**config.mk**
```make
export PLATFORM = sky130hd
export DESIGN_NAME = dncnt_core
export DESIGN_NICKNAME = d
export VERILOG_FILES = /design/src/rtl/dncnt_pkg.sv /design/src/rtl/dncnt_bcd_digit.sv /design/src/rtl/dncnt_sub.sv /design/src/rtl/dncnt_core.sv
export SDC_FILE = /design/constraint.sdc
export NUM_CORES = 1
export LEC_CHECK = 0
export BUFFER_PORTS_ARGS = -buffer_cell sky130_fd_sc_hd__buf_4
export CAP_MARGIN = 40
export CORE_MARGIN = 2
export CORE_UTILIZATION = 64
export DETAILED_ROUTE_END_ITERATION = 8
export GPL_TIMING_DRIVEN = 0
export PLACE_DENSITY_LB_ADDON = 0.08
export SKIP_CTS_REPAIR_TIMING = 1
export SLEW_MARGIN = 20
export SYNTH_ARGS = -nofsm -noshare
export SYNTH_HDL_FRONTEND = slang
export SYNTH_HIERARCHICAL = 1
export SYNTH_SLANG_ARGS = --single-unit
```
**constraint.sdc**
```tcl
create_clock -name clk -period 22.2 [get_ports clk]
set_input_delay 2.22 -clock clk [delete_from_list [all_inputs] [get_ports clk]]
set_output_delay 2.22 -clock clk [all_outputs]
set_load 0.02 [all_outputs]
```
**src/rtl/dncnt_pkg.sv**
```systemverilog
`timescale 1ns/1ps
package dncnt_pkg;

    typedef enum logic [1:0] {
        STEP_DEF   = 2'd0,
        STEP_ONE   = 2'd1,
        STEP_TWO   = 2'd2,
        STEP_THREE = 2'd3
    } step_code_e;

    typedef enum logic {
        ARITH_BIN = 1'b0,
        ARITH_DEC = 1'b1
    } arith_e;

    typedef struct packed {
        logic hit_zero;
        logic crossed;
        logic expire;
        logic reload;
    } step_event_t;

    // step code to magnitude; the spare code behaves as a single step
    function automatic logic [1:0] step_amount(input logic [1:0] code);
        case (step_code_e'(code))
            STEP_TWO:   return 2'd2;
            STEP_THREE: return 2'd3;
            default:    return 2'd1;
        endcase
    endfunction

endpackage

```
**src/rtl/dncnt_bcd_digit.sv**
```systemverilog
`timescale 1ns/1ps
module dncnt_bcd_digit (
    input  logic [3:0] a,
    input  logic [3:0] b,
    input  logic       bin,
    output logic [3:0] d,
    output logic       bout
);
    logic [4:0] raw;

    assign raw = {1'b0, a} - {1'b0, b} - {4'b0000, bin};

    always_comb begin
        bout = raw[4];
        // negative digit result: add ten (mod 16) to fold back into 0..9
        d    = raw[4] ? (raw[3:0] + 4'd10) : raw[3:0];
    end
endmodule

```
**src/rtl/dncnt_sub.sv**
```systemverilog
`timescale 1ns/1ps
module dncnt_sub #(
    parameter int DIGITS = 4,
    localparam int W = 4 * DIGITS
) (
    input  logic [W-1:0] val,
    input  logic [1:0]   amt,
    input  logic         bcd,
    output logic [W-1:0] diff,
    output logic         borrow
);
    import dncnt_pkg::*;

    logic [W:0]      bin_full;
    logic [W-1:0]    dec_diff;
    logic [DIGITS-1:0] brw;

    assign bin_full = {1'b0, val} - {{(W-1){1'b0}}, amt};

    genvar g;
    generate
        for (g = 0; g < DIGITS; g++) begin : g_digit
            logic [3:0] sub_b;
            logic       sub_in;
            if (g == 0) begin : g_units
                assign sub_b  = {2'b00, amt};
                assign sub_in = 1'b0;
            end else begin : g_upper
                assign sub_b  = 4'd0;
                assign sub_in = brw[g-1];
            end
            dncnt_bcd_digit u_dig (
                .a    (val[4*g +: 4]),
                .b    (sub_b),
                .bin  (sub_in),
                .d    (dec_diff[4*g +: 4]),
                .bout (brw[g])
            );
        end
    endgenerate

    always_comb begin
        if (arith_e'(bcd) == ARITH_DEC) begin
            diff   = dec_diff;
            borrow = brw[DIGITS-1];
        end else begin
            diff   = bin_full[W-1:0];
            borrow = bin_full[W];
        end
    end
endmodule

```
**src/rtl/dncnt_core.sv**
```systemverilog
`timescale 1ns/1ps
module dncnt_core #(
    parameter int DIGITS = 4,
    localparam int W = 4 * DIGITS
) (
    input  logic         clk,
    input  logic         rst,
    input  logic         load,
    input  logic [W-1:0] load_val,
    input  logic         dec_en,
    input  logic [1:0]   step,
    input  logic         bcd_mode,
    input  logic         periodic,
    output logic [W-1:0] count,
    output logic         tc
);
    import dncnt_pkg::*;

    logic [W-1:0] count_q;
    logic [W-1:0] init_q;
    logic         tc_q;
    logic [W-1:0] next_diff;
    logic         next_borrow;
    logic [1:0]   amt;
    step_event_t  ev;

    assign amt = step_amount(step);

    dncnt_sub #(.DIGITS(DIGITS)) u_sub (
        .val    (count_q),
        .amt    (amt),
        .bcd    (bcd_mode),
        .diff   (next_diff),
        .borrow (next_borrow)
    );

    always_comb begin
        ev.hit_zero = (next_diff == '0);
        ev.crossed  = next_borrow;
        // a zero count means full range, so it never expires on this step
        ev.expire   = dec_en && (count_q != '0) && (ev.hit_zero || ev.crossed);
        ev.reload   = ev.expire && periodic;
    end

    always_ff @(negedge clk) begin
        if (rst) begin
            count_q <= '0;
            init_q  <= '0;
            tc_q    <= 1'b0;
        end else if (load) begin
            count_q <= load_val;
            init_q  <= load_val;
            tc_q    <= 1'b0;
        end else if (dec_en) begin
            count_q <= ev.reload ? init_q : next_diff;
            tc_q    <= ev.expire;
        end else begin
            tc_q    <= 1'b0;
        end
    end

    assign count = count_q;
    assign tc    = tc_q;

    function automatic logic digits_ok(input logic [W-1:0] v);
        logic ok;
        ok = 1'b1;
        for (int i = 0; i < DIGITS; i++) begin
            if (v[4*i +: 4] > 4'd9) ok = 1'b0;
        end
        return ok;
    endfunction

    // load wins over a same-cycle step
    p_load_wins_r2: assert property (@(negedge clk) disable iff (rst)
        (!$past(rst) && $past(load)) |-> (count_q == $past(load_val) && !tc_q));

    // decimal steps keep every digit in range
    p_digits_in_range_r4: assert property (@(negedge clk) disable iff (rst)
        (!$past(rst) && bcd_mode && $past(bcd_mode) && !$past(load)
         && digits_ok($past(count_q)) && digits_ok($past(init_q)))
        |-> digits_ok(count_q));

    // a periodic expiry shows the stored start value
    p_reload_value_r7: assert property (@(negedge clk) disable iff (rst)
        (!$past(rst) && !$past(load) && $past(periodic) && tc_q)
        |-> (count_q == $past(init_q)));

    // the pulse only follows an enabled step from a nonzero count
    p_tc_cause_r8: assert property (@(negedge clk) disable iff (rst)
        tc_q |-> (!$past(rst) && $past(dec_en) && !$past(load) && ($past(count_q) != '0)));

    // idle cycles hold the count
    p_idle_hold_r9: assert property (@(negedge clk) disable iff (rst)
        (!$past(rst) && !$past(load) && !$past(dec_en))
        |-> (count_q == $past(count_q) && !tc_q));

    // reload value changes only through a load
    p_init_kept_r10: assert property (@(negedge clk) disable iff (rst)
        (!$past(rst) && !$past(load)) |-> (init_q == $past(init_q)));
endmodule

```
# Yosys cells after proc, flatten, opt, wreduce, memory -nomap -nowiden
# Cells that the tools add are included.
# op_classes
reduce_logical,8
n_eq_ne,2
addsub,9
n_bitwise,1
muxes,10
# ops
op,count
two-way mux 16 bit,4
subtractor 16 x 2 -> 17 bit,1
adder 4 bit (second input constant),4
zero test 16 bit,1
two-way mux 4 bit,4
nonzero test 16 bit,1
subtractor 4 x 1 -> 5 bit,3
subtractor 4 x 2 -> 5 bit,1
== test 2 bit (second input constant),2
one-hot mux 2 bit (2 select lines),1
logical AND 1 bit,3
OR reduction 3 bit,1
nonzero test 2 bit,1
logical OR 1 bit,1
two-way mux 1 bit,1
NOT 1 bit,1
# totals
input_bits,24
word_cells,33
ff_bits,33
output_inout_bits,17

# Longest topological paths before layout
# depth
ltp_word,16
mapped_depth,37
ltp_nobuf,36

# By module
# Netlist, hierarchy kept.
# modules_own_cells
mod,area_each_um2,n_inst,cells_each
dncnt_core,1527.7,1,174
dncnt_bcd_digit,274.0,4,32
dncnt_sub,538.0,1,91

==> qor.csv <==
stage,metric,value,unit
layout,leading_cell_type_in_the_layout_fill_and_taps_excluded,sky130_fd_sc_hd__inv_1,
die,effective_utilization_at_floorplan,0.6650,
power_and_ir_drop,vdd_ir_drop_max,0.00009961,V
clock_network,clk-insertion-delay-late,0.37,ns
layout,final_util,0.8003,
worst_setup_path,crit_arrival,10.79,ns
flow_run,timing.max_cap.violations,0,
drt,drt_pre_antenna_iters,5,
timing,final_hold_violation_count,0,
synth,async_flop_share,0,
clock_network,clock_tree_from_tritoncts,built,
timing,report.final.setup_viol,0,
synth,ys_flop_type,sky130_fd_sc_hd__dfxtp_1,
timing,finalClockSkew,0.03205,ns
clock_network,sinks_on_the_clock_net,33,
worst_setup_path,cp.required,11.32,ns
worst_setup_path,r2r-start,count[0]$_SDFFE_NP0P_,
place,sum_of_net_half_perimeters_after_detailed_placement,6001,um
global_routing,antenna_found_initial,0,
synth,synthesis.area,0.003162,sq mm
global_routing,groute.usage.overall,0.3135,
die,dieArea,0.005518,sq mm
power_and_ir_drop,p_leak,0.001784,uW
worst_setup_path,endpoint_kind,flip-flop,
die,height_of_the_die,74.29,um
synth,yosys_warnings,6,
layout,most-common-layout-cells,"sky130_fd_sc_hd__inv_1 (74), sky130_fd_sc_hd__nand2_1 (46), sky130_fd_sc_hd__buf_4 (37)",
drt,avgViaCountPerCell,5.641,
layout,synthesis_to_finish_area_growth,20.34,%
clock_network,clock_path_buffers,2,
outcome,run_status,finished clean,
place,port_buffers,37,
worst_setup_path,worstPathMaxFanout,10,
drt,detailroute.via_count,3108,
timing,maxSlewViolCount,0,
drt,routedWlPerCell,14.52,um
global_routing,grt_max_degree,13,
place,placed_area,0.003576,sq mm
hold_path,worst_hold_startpoint,init_q[13]$_SDFFE_NP0P_,
global_routing,first_global_vias,3100,
clock_network,cts_max_level,2,
clock_network,cts.root.buffer_cell,sky130_fd_sc_hd__clkbuf_8,
worst_setup_path,crit_path_start,step[1],
synth,post_synth_inst_count,393,
synth,netlist_cell_types,48,
global_routing,grt_overflow_total,0,
hold_path,worst_hold_path_type,flip-flop to flip-flop,
worst_setup_path,cell_repeated_most_along_the_worst_path,sky130_fd_sc_hd__fa_1,
die,die-width,74.29,um
synth,synth.top_cells.by_area,"sky130_fd_sc_hd__dfxtp_1 (21%), sky130_fd_sc_hd__ha_1 (12%), sky130_fd_sc_hd__xnor2_1 (5.8%), sky130_fd_sc_hd__fa_1 (5.7%), sky130_fd_sc_hd__nand2_1 (5.5%)",
synth,synth_edf_count,0,
layout,post_layout_net_count,546,
die,core_area,0.004755,sq mm
worst_setup_path,crit_slowest_cell,sky130_fd_sc_hd__fa_1,
drt,detail_route.iter0.violations,181,
layout,final_area,0.003805,sq mm
drt,detail_route.drc_violations,0,
worst_setup_path,critical_path.max_stage_delay,0.44,ns
global_routing,grt_first_pass_wirelength,13440,um
synth,synth-seq-cells,33,
clock_network,cts_made_buffers,5,
clock_network,clkTransAtPathRegs,0.05,ns
timing,max_slew_margin,0.6037,
synth,syn-mean-instance-area,8.045,sq um
timing,setup_tns,0,ns
worst_setup_path,cp-start-kind,input port,
die,io_pins,41,
worst_setup_path,type_of_the_worst_setup_path,input port to flip-flop,
synth,yosysTopAreaCell,sky130_fd_sc_hd__dfxtp_1,
power_and_ir_drop,powerDensity,81.73,mW/mm^2
die,rows,25,
timing,slew_worst_pin,0.5889,ns
layout,drive_gt1_frac,0.1426,
drt,ant_nets,0,
synth,ys_seq_area_frac,0.2089,
layout,antenna_cells,0,
drt,wl,8003,um
timing,rsz_0062_raised_after_global_routing,false,
synth,post-synth-top-area-fraction,0.2089,
place,routabilityCongestion,0.8853,
layout,fillerInstances,347,
==> worst paths after layout <==
path | end | slack [ns] | depth (start not counted)
worst max-delay path | count[14]$_SDFFE_NP0P_ | 0.53 | 38
worst min register to register | count[13]$_SDFFE_NP0P_ | 0.47 | 1
worst max register to register | count[14]$_SDFFE_NP0P_ | 13.33 | 35
worst min-delay path | count[13]$_SDFFE_NP0P_ | 0.47 | 1
==> cell families (layout without fill, tap and decap cells) <==
logic type | after synthesis | after routing | share of synthesized area
buffers and inverters | 60 | 137 | 0.07637
AND/OR/NAND/NOR | 139 | 139 | 0.2477
other | 1 | 15 | 0.001186
adder cells (fa/ha/maj) | 39 | 39 | 0.1757
flip-flops | 33 | 33 | 0.2089
multiplexers | 8 | 8 | 0.03166
AO/OA/AOI/OAI | 84 | 84 | 0.1781
XOR/XNOR | 29 | 29 | 0.08033
==> cells in the mapped netlist, types with 9 or more instances <==
| master | number |
|---|---|
| sky130_fd_sc_hd__a21oi_1 | 30 |
| sky130_fd_sc_hd__nand2b_1 | 17 |
| sky130_fd_sc_hd__o21ai_0 | 15 |
| sky130_fd_sc_hd__nor2_1 | 23 |
| sky130_fd_sc_hd__fa_1 | 9 |
| sky130_fd_sc_hd__ha_1 | 30 |
| sky130_fd_sc_hd__clkbuf_1 | 15 |
| sky130_fd_sc_hd__inv_1 | 42 |
| sky130_fd_sc_hd__a221o_1 | 12 |
| sky130_fd_sc_hd__dfxtp_1 | 33 |
| sky130_fd_sc_hd__nand2_1 | 46 |
| sky130_fd_sc_hd__xnor2_1 | 21 |
==> routing by layer <==
layer / global-route usage / part of all wire
met4: 0.1171 / 0.017
met5: 0 / 0
met1: 0.3715 / 0.42
met2: 0.5605 / 0.51
met3: 0.06233 / 0.053
==> layout make-up <==
| class | count | area, sq um | area share |
|---|---|---|---|
| Buffer | 18 | 83.83 | 0.02203 |
| Clock inverter | 36 | 163.9 | 0.04308 |
| Tap cell | 67 | 83.83 | 0.02203 |
| Timing Repair Buffer | 37 | 277.8 | 0.07300 |
| Clock buffer | 5 | 68.82 | 0.01809 |
| Sequential cell | 33 | 660.6 | 0.1736 |
| Multi-Input combinational cell | 314 | 2312 | 0.6077 |
| Inverter | 41 | 153.9 | 0.04045 |
==> state kept, by name, indices dropped and copies added (netlist names) <==
signal and count:
count 16, init_q 16, tc 1
==> critical path, delay by kind of cell <==
family | cells | cell delay [ns]
adders and majority gates | 8 | 3.31
AOI/OAI and AO/OA | 9 | 2.36
muxes | 1 | 0.29
buffers and inverters | 9 | 0.67
and+or+nand+nor | 11 | 1.93
==> where the power goes <==
part	internal, uW	switching (uW)	total, uW
Clock	40.7	40.4	81.2
Combinational	73.4	79.0	152
Sequential	65.0	12.5	77.4
Total	179	132	311
==> through the flow <==
stage	setup slack (ns)	power (uW)	cells	hold slack [ns]
6_report	0.5290	311.0	551	0.4714
5_1_grt	0.09955	335.4	551	0.4837
4_1_cts	0.5371	309.2	551	0.4720
3_5_place_dp	0.2212	236.2	511	0.4618
3_3_place_gp	0.3750	231.4	511	0.4578
2_1_floorplan	0.9974	201.3	407	0.4499
Note: power is estimated with default switching activity, not from simulation.
